<file path="src/rtl/lps_pkg.sv">
package lps_pkg;
  typedef enum logic {
    LINK_UP   = 1'b0,
    LINK_DOWN = 1'b1
  } link_state_e;
endpackage

</file>
<file path="src/rtl/lps_sync.sv">
module lps_sync #(
  parameter int STAGES  = 2,
  parameter bit RST_VAL = 1'b1
) (
  input  logic clk,
  input  logic rst_n,
  input  logic d_in,
  output logic d_out
);
  logic [STAGES-1:0] chain;

  always_ff @(posedge clk or negedge rst_n) begin
    if (!rst_n) chain <= {STAGES{RST_VAL}};
    else        chain <= {chain[STAGES-2:0], d_in};
  end

  assign d_out = chain[STAGES-1];
endmodule

</file>
<file path="src/rtl/lps_idle_timer.sv">
module lps_idle_timer
  import lps_pkg::*;
#(
  parameter int SHORT_CYC = 60,
  parameter int LONG_CYC  = 1250,
  parameter int RST_LEN   = 8
) (
  input  logic clk,
  input  logic rst_n,
  input  logic lps_s,
  output logic intf_en,
  output logic intf_rst
);
  localparam int CW = $clog2(LONG_CYC + 1);
  localparam int RW = $clog2(RST_LEN + 1);

  link_state_e     state;
  logic [CW-1:0]   idle_cnt;
  logic [RW-1:0]   rst_cnt;

  always_ff @(posedge clk or negedge rst_n) begin
    if (!rst_n) begin
      state    <= LINK_UP;
      idle_cnt <= '0;
      rst_cnt  <= '0;
    end else begin
      if (rst_cnt != '0) rst_cnt <= rst_cnt - 1'b1;
      if (lps_s) begin
        idle_cnt <= '0;
        if (state == LINK_DOWN) begin
          state <= LINK_UP;
        end else if (idle_cnt >= CW'(SHORT_CYC)) begin
          rst_cnt <= RW'(RST_LEN);
        end
      end else if (state == LINK_UP) begin
        idle_cnt <= idle_cnt + 1'b1;
        if (idle_cnt == CW'(LONG_CYC - 1)) state <= LINK_DOWN;
      end
    end
  end

  assign intf_en  = (state == LINK_UP);
  assign intf_rst = (rst_cnt != '0);
endmodule

</file>
<file path="src/rtl/wake_clk_gen.sv">
module wake_clk_gen #(
  parameter int WAKE_HALF = 4
) (
  input  logic clk,
  input  logic rst_n,
  input  logic link_down,
  input  logic linkon_stb,
  input  logic lps_s,
  input  logic link_active,
  output logic pin_drive,
  output logic pin_oe
);
  localparam int DW = (WAKE_HALF > 1) ? $clog2(WAKE_HALF) : 1;

  logic          running;
  logic          phase;
  logic [DW-1:0] div_cnt;
  logic          stop_req;

  assign stop_req = lps_s && link_active;

  always_ff @(posedge clk or negedge rst_n) begin
    if (!rst_n) begin
      running <= 1'b0;
      phase   <= 1'b0;
      div_cnt <= '0;
    end else if (running) begin
      if (stop_req) begin
        running <= 1'b0;
        phase   <= 1'b0;
        div_cnt <= '0;
      end else if (div_cnt == DW'(WAKE_HALF - 1)) begin
        div_cnt <= '0;
        phase   <= ~phase;
      end else begin
        div_cnt <= div_cnt + 1'b1;
      end
    end else if (link_down && linkon_stb && !stop_req) begin
      running <= 1'b1;
      phase   <= 1'b0;
      div_cnt <= '0;
    end
  end

  assign pin_oe    = running;
  assign pin_drive = running & phase;
endmodule

</file>
<file path="src/rtl/lps_supervisor.sv">
module lps_supervisor #(
  parameter int SHORT_CYC = 60,
  parameter int LONG_CYC  = 1250,
  parameter int RST_LEN   = 8,
  parameter int WAKE_HALF = 4
) (
  input  logic clk,
  input  logic rst_n,
  input  logic lps_in,
  input  logic linkon_stb,
  input  logic link_active,
  input  logic contender_in,
  output logic intf_rst,
  output logic intf_en,
  output logic pin_drive,
  output logic pin_oe,
  output logic contender_bit
);
  logic lps_s;

  lps_sync #(.STAGES(2), .RST_VAL(1'b1)) u_sync (
    .clk   (clk),
    .rst_n (rst_n),
    .d_in  (lps_in),
    .d_out (lps_s)
  );

  lps_idle_timer #(
    .SHORT_CYC (SHORT_CYC),
    .LONG_CYC  (LONG_CYC),
    .RST_LEN   (RST_LEN)
  ) u_timer (
    .clk      (clk),
    .rst_n    (rst_n),
    .lps_s    (lps_s),
    .intf_en  (intf_en),
    .intf_rst (intf_rst)
  );

  wake_clk_gen #(.WAKE_HALF(WAKE_HALF)) u_wake (
    .clk         (clk),
    .rst_n       (rst_n),
    .link_down   (!intf_en),
    .linkon_stb  (linkon_stb),
    .lps_s       (lps_s),
    .link_active (link_active),
    .pin_drive   (pin_drive),
    .pin_oe      (pin_oe)
  );

  always_ff @(posedge clk or negedge rst_n) begin
    if (!rst_n)       contender_bit <= 1'b0;
    else if (!pin_oe) contender_bit <= contender_in;
  end
endmodule

</file>
<file path="config.mk">
export PLATFORM = sky130hd
export DESIGN_NAME = lps_supervisor
export DESIGN_NICKNAME = d
export VERILOG_FILES = /design/src/rtl/lps_pkg.sv /design/src/rtl/lps_sync.sv /design/src/rtl/lps_idle_timer.sv /design/src/rtl/wake_clk_gen.sv /design/src/rtl/lps_supervisor.sv
export SDC_FILE = /design/constraint.sdc
export NUM_CORES = 1
export LEC_CHECK = 0
export CAP_MARGIN = 20
export CORE_ASPECT_RATIO = 0.8
export CORE_MARGIN = 8
export CORE_UTILIZATION = 45
export CTS_CLUSTER_SIZE = 12
export DETAILED_ROUTE_END_ITERATION = 10
export PLACE_DENSITY = 0.65
export SYNTH_ARGS = -nofsm -noshare
export SYNTH_HDL_FRONTEND = slang
export SYNTH_HIERARCHICAL = 1
export SYNTH_SLANG_ARGS = --single-unit
</file>
<file path="constraint.sdc">
create_clock -name clk -period 1.9 [get_ports clk]
set_input_delay 0.285 -clock clk [delete_from_list [all_inputs] [get_ports clk]]
set_output_delay 0.285 -clock clk [all_outputs]
set_load 0.02 [all_outputs]
</file>
==> flow_summary.json <==
{
  "first_pass_iters": 4,
  "cp_slowest_cell": "clkdlybuf4s50_1",
  "path_depth": 2,
  "cp_top_family": "buffers and inverters",
  "fin_crit_ns": 1.803,
  "end_kind": "primary output",
  "drt-vias-per-instance": 5.304,
  "vias": 891,
  "grt_pass1_vias": 872,
  "yosys_register_bits": 23,
  "ir_worst_vdd_uv": 430.9,
  "wire_per_inst_um": 13.89,
  "die_w_um": 73.31,
  "start_util_pct": 48.02,
  "crit_end": "pin_drive",
  "r2r_start": "u_timer/idle_cnt[0]$_DFFE_PN0P_",
  "io_buffers": 10,
  "drc": 0,
  "drv_cap": 0,
  "fin_nets": 144,
  "setup_viol": 0,
  "ys_types": 40,
  "path_buf_inv": 1,
  "netlist_instances": 113,
  "status": "finished, final reports clean",
  "layout-drive-gt1-share_pct": 15.91,
  "finalCritPeriodShare_pct": 94.88,
  "final_cell_mix": "dfrtp_1 (20), inv_1 (9), buf_4 (9), nor2_1 (9), a21oi_1 (9)",
  "worstPathRequired_ns": 1.62,
  "final_max_slew_viol_count": 0,
  "dr.first_iter.drc_count": 58,
  "finClkSkew_ns": 0.009343,
  "startpoint_type": "flop",
  "die-height_um": 61.85,
  "antenna_found_initial": 0,
  "avgSynthCellArea_um2": 10.46,
  "clkTransAtPathRegs_ns": 0.13,
  "num_rows": 16,
  "dp_hpwl_mm": 1.698,
  "fill_cells": 222,
  "overflow": 0,
  "clock_path_buffers": 2,
  "area_delta_synth_final_pct": 18.31,
  "reg2reg_depth": 4,
  "final_common_cell": "dfrtp_1",
  "drtAntennaViolNets": 0,
  "r2r_slack_ns": 0.30,
  "grt_pass1_wl_mm": 4.119,
  "cp_cell_sequence": "and2_1 -> clkdlybuf4s50_1",
  "maxSlewHeadroom_pct": 66.86,
  "totalWireLength_mm": 2.334,
  "grt_max_degree": 24,
  "crit_start": "u_wake/pin_oe$_DFF_PN0_",
  "dp_cells": 162,
  "root_buffer": "clkbuf_4",
  "die-area_um2": 4534,
  "p_leak_nw": 0.6100,
  "cts.sinks": 23,
  "power.density_nw_per_um2": 566.5,
  "io_pins": 11,
  "syn_area_um2": 1182,
  "critPathArrivalTime_ns": 1.52,
  "tns_ns": 0,
  "n_antenna_cell": 0,
  "cp_max_fo": 7,
  "cpPeakStageDelay_ns": 0.60,
  "r2r_end": "u_timer/idle_cnt[10]$_DFFE_PN0P_",
  "cts_tree": "yes",
  "ys_warn_count": 6,
  "multi_input_area_um2": 554.3,
  "path_class": "reg -> out",
  "regArea_um2": 579.3,
  "cts-buffers-inserted": 3,
  "syn_nets": 124,
  "fin_cells": 168,
  "core_area_um2": 2462,
  "rsz0062_at_grt": "false",
  "hp-class": "in -> async",
  "max_clock_freq_ghz": 0.5547,
  "grt_util_all_layers_pct": 11.84,
  "htreeDepth": 1,
  "place_congestion": 0.7318,
  "worst_slew_pin_slew_ns": 0.4961,
  "synth_seq_area_share_pct": 48.89,
  "hold_viol": 0,
  "worstSkewPairLatency_ns": 0.32,
  "timing.hold.ws_ns": 0.2966
}
[state kept, by name (all words and copies together) (netlist names)]
register / flops
u_timer/rst_cnt: 4
u_wake/pin_oe: 1
u_sync/chain: 2
contender_bit: 1
u_wake/phase: 1
u_wake/div_cnt: 2
u_timer/idle_cnt: 11
u_timer/state: 1
[layout make-up]
type	count	area share, %
inverter	9	2.415
multi-input combinational	78	39.62
clock buffer	4	1.878
timing repair buffer	18	11.45
tap	36	3.220
sequential	23	41.41
[where the power goes]
part / switching (mW) / internal [mW] / leakage (nW) / total (mW)
combinational: 0.0274 / 0.0235 / 0.287 / 0.0509
sequential: 0.00878 / 0.500 / 0.308 / 0.508
clock: 0.151 / 0.0822 / 0.0150 / 0.233
[synth_stat cells]
library cell / n / area share, %
dfrtp_1: 21 / 44
a21oi_1: 9 / 3.8
inv_1: 9 / 2.9
nor2_1: 9 / 2.9
ha_1: 5 / 5.3
nand4_1: 4 / 2.1
nand2_1: 3 / 0.95
nand3_1: 3 / 1.3
nor3_1: 3 / 1.3
o31ai_1: 3 / 1.9
or4_1: 3 / 1.9
xor2_1: 3 / 2.2
a31o_1: 2 / 1.5
and3_1: 2 / 1.1
clkbuf_1: 2 / 0.64
dfstp_2: 2 / 4.4
nand3b_1: 2 / 1.3
nor2b_1: 2 / 1.1
nor4_1: 2 / 1.1
o21ai_0: 2 / 0.85
or3_2: 2 / 1.3
xnor2_1: 2 / 1.5
a211o_1: 1 / 0.74
a211oi_1: 1 / 0.64
a311oi_1: 1 / 0.74
a32o_1: 1 / 0.85
and2_1: 1 / 0.53
buf_6: 1 / 0.95
mux2_2: 1 / 0.95
mux2_4: 1 / 1.3
mux2i_1: 1 / 0.85
nand2b_1: 1 / 0.53
nand3_4: 1 / 1.5
nand4b_1: 1 / 0.74
nor4b_1: 1 / 0.74
nor4bb_1: 1 / 0.85
o21a_1: 1 / 0.64
o31a_1: 1 / 0.74
or3_1: 1 / 0.53
or3b_2: 1 / 0.74
[routing by layer]
layer / vias up / part of all wire, % / track usage, %
met5: - / 0 / 0
met4: 0 / 0.43 / 2.550
met3: 2 / 2.7 / 3.846
met2: 6 / 50 / 19.57
met1: 431 / 47 / 14.83
li1: 452 / - / -
[worst min-delay path by stage]
stage | slack (ns) | start | to
floorplan | -0.01 | rst_n | contender_bit$_DFFE_PN0N_
global placement | 0.35 | u_sync/chain[0]$_DFF_PN1_ | u_sync/chain[1]$_DFF_PN1_
detailed placement | 0.35 | u_sync/chain[0]$_DFF_PN1_ | u_sync/chain[1]$_DFF_PN1_
CTS | 0.31 | rst_n | u_wake/pin_oe$_DFF_PN0_
global route | 0.31 | rst_n | contender_bit$_DFFE_PN0N_
finish | 0.30 | rst_n | u_timer/rst_cnt[2]$_DFF_PN0_
[kinds of logic after synthesis]
group | share of synthesized area, %
simple gates | 22.22
flops | 48.89
compound gates | 12.38
buf+inv | 4.444
xor+xnor | 3.704
fa+ha+maj | 5.291
mux | 3.068
[per-stage QoR]
stage	utilization (%)	cell area [µm²]	setup slack (ns)	power (mW)
6_report	56.81	1399	0.09729	0.7925
4_1_cts	55.84	1375	0.02423	0.8002
3_3_place_gp	54.98	1354	0.04860	0.5682
5_1_grt	56.81	1399	0.01617	0.8231
2_1_floorplan	-	1182	0.3028	0.5376
3_5_place_dp	54.98	1354	0.007986	0.5699
[repair_timing]
item                       in CTS  in global routing
hold endpoints to repair        0                  0
setup endpoints to repair       1                  3
setup buffers                   0                  2
gates resized for setup         4                  4
hold buffers                    0                  0
No activity file was read; power rests on OpenSTA's default activity.
